<file path="config.mk">
export PLATFORM = sky130hd
export DESIGN_NAME = hz_ctrl
export DESIGN_NICKNAME = d
export VERILOG_FILES = /design/src/rtl/hz_pkg.sv /design/src/rtl/hz_match.sv /design/src/rtl/hz_tag_pipe.sv /design/src/rtl/hz_fwd_reg.sv /design/src/rtl/hz_ctrl.sv
export SDC_FILE = /design/constraint.sdc
export NUM_CORES = 1
export LEC_CHECK = 0
export ABC_AREA = 0
export BUFFER_PORTS_ARGS = -buffer_cell sky130_fd_sc_hd__buf_2
export CAP_MARGIN = 20
export CORE_AREA = 8 8 55 57
export DETAILED_ROUTE_END_ITERATION = 12
export DIE_AREA = 0 0 63 65
export GPL_ROUTABILITY_DRIVEN = 0
export PLACE_DENSITY = 0.74
export SLEW_MARGIN = 25
export SYNTH_ARGS = -nofsm -noshare
export SYNTH_HDL_FRONTEND = slang
export SYNTH_SLANG_ARGS = --single-unit
</file>
<file path="constraint.sdc">
create_clock -name clk -period 2.55 [get_ports clk]
set_clock_uncertainty 0.1 [all_clocks]
set_input_delay 0.51 -clock clk [delete_from_list [all_inputs] [get_ports clk]]
set_output_delay 0.51 -clock clk [all_outputs]
set_load 0.05 [all_outputs]
</file>
<file path="src/rtl/hz_pkg.sv">
package hz_pkg;
  parameter int unsigned HZ_REG_W = 5;

  typedef enum logic [1:0] {
    FWD_RF  = 2'b00,
    FWD_EXM = 2'b01,
    FWD_MWB = 2'b10
  } fwd_sel_e;

  typedef struct packed {
    logic                vld;
    logic [HZ_REG_W-1:0] dst;
    logic                wen;
    logic                load;
  } stage_tag_t;
endpackage

</file>
<file path="src/rtl/hz_match.sv">
module hz_match #(
  parameter int unsigned W = 5
) (
  input  logic [W-1:0] src,
  input  logic         use_i,
  input  logic         vld,
  input  logic         wen,
  input  logic [W-1:0] dst,
  output logic         hit
);
  // a producer only counts when it really writes a nonzero register
  always_comb hit = use_i & vld & wen & (dst != '0) & (src == dst);
endmodule

</file>
<file path="src/rtl/hz_tag_pipe.sv">
module hz_tag_pipe
  import hz_pkg::*;
(
  input  logic       clk,
  input  logic       rst,
  input  logic       issue,
  input  stage_tag_t rd_tag,
  output stage_tag_t ex_tag,
  output stage_tag_t mem_tag
);
  always_ff @(posedge clk) begin
    if (rst) begin
      ex_tag  <= '0;
      mem_tag <= '0;
    end else begin
      mem_tag <= ex_tag;
      ex_tag  <= issue ? rd_tag : '0;  // empty tag models the bubble
    end
  end
endmodule

</file>
<file path="src/rtl/hz_fwd_reg.sv">
module hz_fwd_reg
  import hz_pkg::*;
(
  input  logic     clk,
  input  logic     rst,
  input  logic     adv,
  input  logic     hit_ex,
  input  logic     hit_mem,
  output fwd_sel_e sel
);
  // select is computed one stage early and registered with the instruction
  always_ff @(posedge clk) begin
    if (rst || !adv) sel <= FWD_RF;
    else if (hit_ex)  sel <= FWD_EXM;
    else if (hit_mem) sel <= FWD_MWB;
    else              sel <= FWD_RF;
  end
endmodule

</file>
<file path="src/rtl/hz_ctrl.sv">
module hz_ctrl
  import hz_pkg::*;
#(
  parameter int unsigned REG_W = HZ_REG_W
) (
  input  logic             clk,
  input  logic             rst,
  input  logic             rd_valid,
  input  logic [REG_W-1:0] rd_src1,
  input  logic [REG_W-1:0] rd_src2,
  input  logic             rd_use1,
  input  logic             rd_use2,
  input  logic [REG_W-1:0] rd_dst,
  input  logic             rd_wen,
  input  logic             rd_load,
  input  logic             rd_branch,
  input  logic             rd_cond,
  output logic             stall,
  output logic             bubble,
  output logic [1:0]       fwd_a,
  output logic [1:0]       fwd_b,
  output logic             brfwd_a,
  output logic             brfwd_b,
  output logic             redirect
);
  localparam int unsigned N_SRC = 2;

  stage_tag_t             rd_tag, ex_tag, mem_tag;
  logic [REG_W-1:0]       src   [N_SRC];
  logic [N_SRC-1:0]       use_v;
  logic [N_SRC-1:0]       hit_ex, hit_mem, brsel;
  fwd_sel_e               sel   [N_SRC];
  logic                   ld_hit, br_hold, issue;

  always_comb begin
    rd_tag.vld  = rd_valid;
    rd_tag.dst  = rd_dst;
    rd_tag.wen  = rd_wen;
    rd_tag.load = rd_load;
    src[0] = rd_src1;
    src[1] = rd_src2;
    use_v  = {rd_use2, rd_use1};
  end

  hz_tag_pipe u_tags (
    .clk(clk), .rst(rst), .issue(issue), .rd_tag(rd_tag),
    .ex_tag(ex_tag), .mem_tag(mem_tag)
  );

  for (genvar k = 0; k < N_SRC; k++) begin : g_src
    hz_match #(.W(REG_W)) u_mex (
      .src(src[k]), .use_i(use_v[k]), .vld(ex_tag.vld), .wen(ex_tag.wen),
      .dst(ex_tag.dst), .hit(hit_ex[k])
    );
    hz_match #(.W(REG_W)) u_mmem (
      .src(src[k]), .use_i(use_v[k]), .vld(mem_tag.vld), .wen(mem_tag.wen),
      .dst(mem_tag.dst), .hit(hit_mem[k])
    );
    hz_fwd_reg u_sel (
      .clk(clk), .rst(rst), .adv(issue), .hit_ex(hit_ex[k]),
      .hit_mem(hit_mem[k]), .sel(sel[k])
    );
    // branch comparator may bypass a finished ALU result from memory stage
    always_comb brsel[k] = rd_valid & rd_branch & hit_mem[k] & ~mem_tag.load;
  end

  always_comb begin
    ld_hit  = ex_tag.load & (|hit_ex);
    br_hold = (|hit_ex) | (mem_tag.load & (|hit_mem));
    stall   = rd_valid & (rd_branch ? br_hold : ld_hit);
    issue   = rd_valid & ~stall;
    bubble  = stall;
    // no flush: the delay-slot instruction in fetch always continues
    redirect = rd_valid & rd_branch & rd_cond & ~stall;
    fwd_a   = sel[0];
    fwd_b   = sel[1];
    brfwd_a = brsel[0];
    brfwd_b = brsel[1];
  end
endmodule

</file>
==> flow_metrics.env <==
export IMPL_overflow=0
export IMPL_antenna_found_initial=0
export IMPL_grt_pass1_vias=940
export IMPL_worst_path_max_fanout=3
export IMPL_die_h_um=65
export IMPL_holdPathStages=3
export IMPL_synthesis_area_um2=1010
export IMPL_final_common_cell="buf_2"
export IMPL_postSynthAreaPerCell_um2=10.3
export IMPL_power_total_w=0.000592
export IMPL_path_class="flip-flop to output pin"
export IMPL_antenna_violating_nets_post_route=0
export IMPL_dieArea_um2=4100
export IMPL_min_path_type="primary input to flip-flop"
export IMPL_syn_num_nets=122
export IMPL_cp_arrival_ns=2.03
export IMPL_outcome="complete, but fails checks"
export IMPL_drv_cap=0
export IMPL_tritoncts="done"
export IMPL_fmax_mhz=378
export IMPL_ys_types=25
export IMPL_critPathCaptureType="output pin"
export IMPL_yosysSeqAreaShare_pct=39.7
export IMPL_ys_async_sr_fraction_pct=0
export IMPL_dp_cells=161
export IMPL_ys_ff_latch=20
export IMPL_io_pins=33
export IMPL_violations="negative setup slack"
export IMPL_die_w_um=63
export IMPL_synth_top_flop_cell="dfxtp_1"
export IMPL_vias=855
export IMPL_fin_nets=167
export IMPL_fin_crit_sh_pct=104
export IMPL_track_usage_pct=12.6
export IMPL_ys_warn_count=0
export IMPL_setup_viol=2
export IMPL_leakagePower_nw=0.676
export IMPL_core_um2=2150
export IMPL_finalNonFillerCells=170
export IMPL_maxSlewViolCount=0
export IMPL_grt_pass1_wl_um=4230
export IMPL_dpl_instance_area_um2=1230
export IMPL_clkSinkCount=20
export IMPL_synth_cells=98
export IMPL_reg2reg_depth=6
export IMPL_cts_root_buffer="clkbuf_4"
export IMPL_worstPathRequired_ns=1.94
export IMPL_layout_common_cells="buf_2, xor2_1, dfxtp_1"
export IMPL_powerDensity_nw_per_um2=429
export IMPL_relSlewSlack_pct=57.4
export IMPL_hold_slack_ns=0.329
export IMPL_layout_setup_ws_ns=-0.0931
export IMPL_hold_buffers=0
export IMPL_ir_worst_vdd_v=0.000223
export IMPL_initial_utilization_pct=46.9
export IMPL_cp_start_kind="flip-flop"
export IMPL_syn_to_final_growth_pct=36.8
export IMPL_port_buffers=32
export IMPL_diodes=0
export IMPL_drive_above_1_share_pct=52.1
export IMPL_post_drt_wl_per_cell_um=15.1
export IMPL_routed_via_density=5.03
export IMPL_post_route_cell_area_um2=1380
export IMPL_clkSlewWorstSetupHoldPaths_ns=0.11
export IMPL_hpwlAfterDp_um=1960
export IMPL_drtIter0Drc=18
export IMPL_drt_total_wl_um=2570
export IMPL_hold_violations=0
export IMPL_min_period_ns=2.64
export IMPL_drc=0
export IMPL_insertion_delay_ns=0.30
export IMPL_clock_path_buffers=2
export IMPL_tightestPinTransition_ns=0.638
export IMPL_fp_row_count=17
export IMPL_drt_pass1_iterations=4
export IMPL_grt_setup_unrepaired="yes"
export IMPL_grt_max_degree=13
export IMPL_synth_edf_count=0
export IMPL_cts_htree_levels=1
export IMPL_cts_buffers=3
cell usage after synthesis (2+ instances only):
cell | n | area (um2)
or3_1 | 2 | 12.5
dfxtp_1 | 20 | 400
and2_1 | 2 | 12.5
nor2b_1 | 9 | 56.3
nand4_1 | 4 | 25.0
nand2_1 | 7 | 26.3
nor4_1 | 6 | 37.5
nor3_2 | 9 | 90.1
nand3_1 | 3 | 15.0
xnor2_1 | 4 | 35.0
xor2_1 | 16 | 140
buf_6 | 2 | 22.5
and3_1 | 2 | 12.5
timing repair:
item / in CTS / in global routing
gates resized for setup: 16 / 9
setup endpoints to repair: 5 / 5
setup buffers: 5 / 0
pin swaps: 4 / 2
cells by family after synthesis:
group	after synthesis	share of synthesized area (%)
simple gates	48	32.4
xor+xnor	20	17.4
flops	20	39.7
compound gates	6	7.20
buf+inv	4	3.35
layer usage:
metal	global-route usage, %	wire length [um]	vias up
li1	-	-	435
met1	13.6	1100	385
met2	21.8	1250	28
met3	3.44	146	7
met4	7.12	70	0
met5	0	0	-
cell type report:
class                      count  area (um2)
fill                         183         768
multi-input combinational     74         611
sequential                    20         409
timing repair buffer          44         289
clock buffer                   4        36.3
tap                           28        35.0
per-stage QoR:
| stage | TNS [ns] | setup WS (ns) | util [%] |
|---|---|---|---|
| 6_report | -0.0945 | -0.0931 | 64.2 |
| 3_3_place_gp | -0.0186 | -0.0186 | 57.3 |
| 5_1_grt | -0.405 | -0.148 | 64.2 |
| 4_1_cts | -0.120 | -0.120 | 62.7 |
| 3_5_place_dp | -0.0419 | -0.0419 | 57.3 |
| 2_1_floorplan | 0 | 0.0259 | - |
state kept, by name, indices dropped and copies added (netlist names):
signal / flops
u_tags.ex_tag: 8
u_tags.mem_tag: 8
g_src.u_sel.sel: 4
where the power goes:
group / leakage (nW) / internal, W / switching (W) / total, W
registers: 0.166 / 0.000321 / 0.00000789 / 0.000329
logic: 0.490 / 0.0000408 / 0.0000416 / 0.0000823
clock network: 0.0210 / 0.0000871 / 0.0000936 / 0.000181
worst max-delay path, stage by stage (launching register included):
cell and delay (ns):
dfxtp_4 0.36, or3_1 0.35, o311a_1 0.33, o21ai_1 0.13
a21oi_2 0.07, buf_4 0.15, nor3_4 0.18, buf_6 0.18
worst paths after layout:
kind / start / end / slack (ns)
worst min register to register: u_tags.ex_tag[1]$_SDFF_PP0_ / u_tags.mem_tag[1]$_SDFF_PP0_ / 0.37
worst max-delay path: u_tags.ex_tag[4]$_SDFF_PP0_ / redirect / -0.09
worst min-delay path: rd_load / u_tags.ex_tag[0]$_SDFF_PP0_ / 0.33
worst max register to register: u_tags.mem_tag[3]$_SDFF_PP0_ / g_src[1].u_sel.sel[0]$_SDFF_PP0_ / 0.50
(Power assumes the default switching activity.)
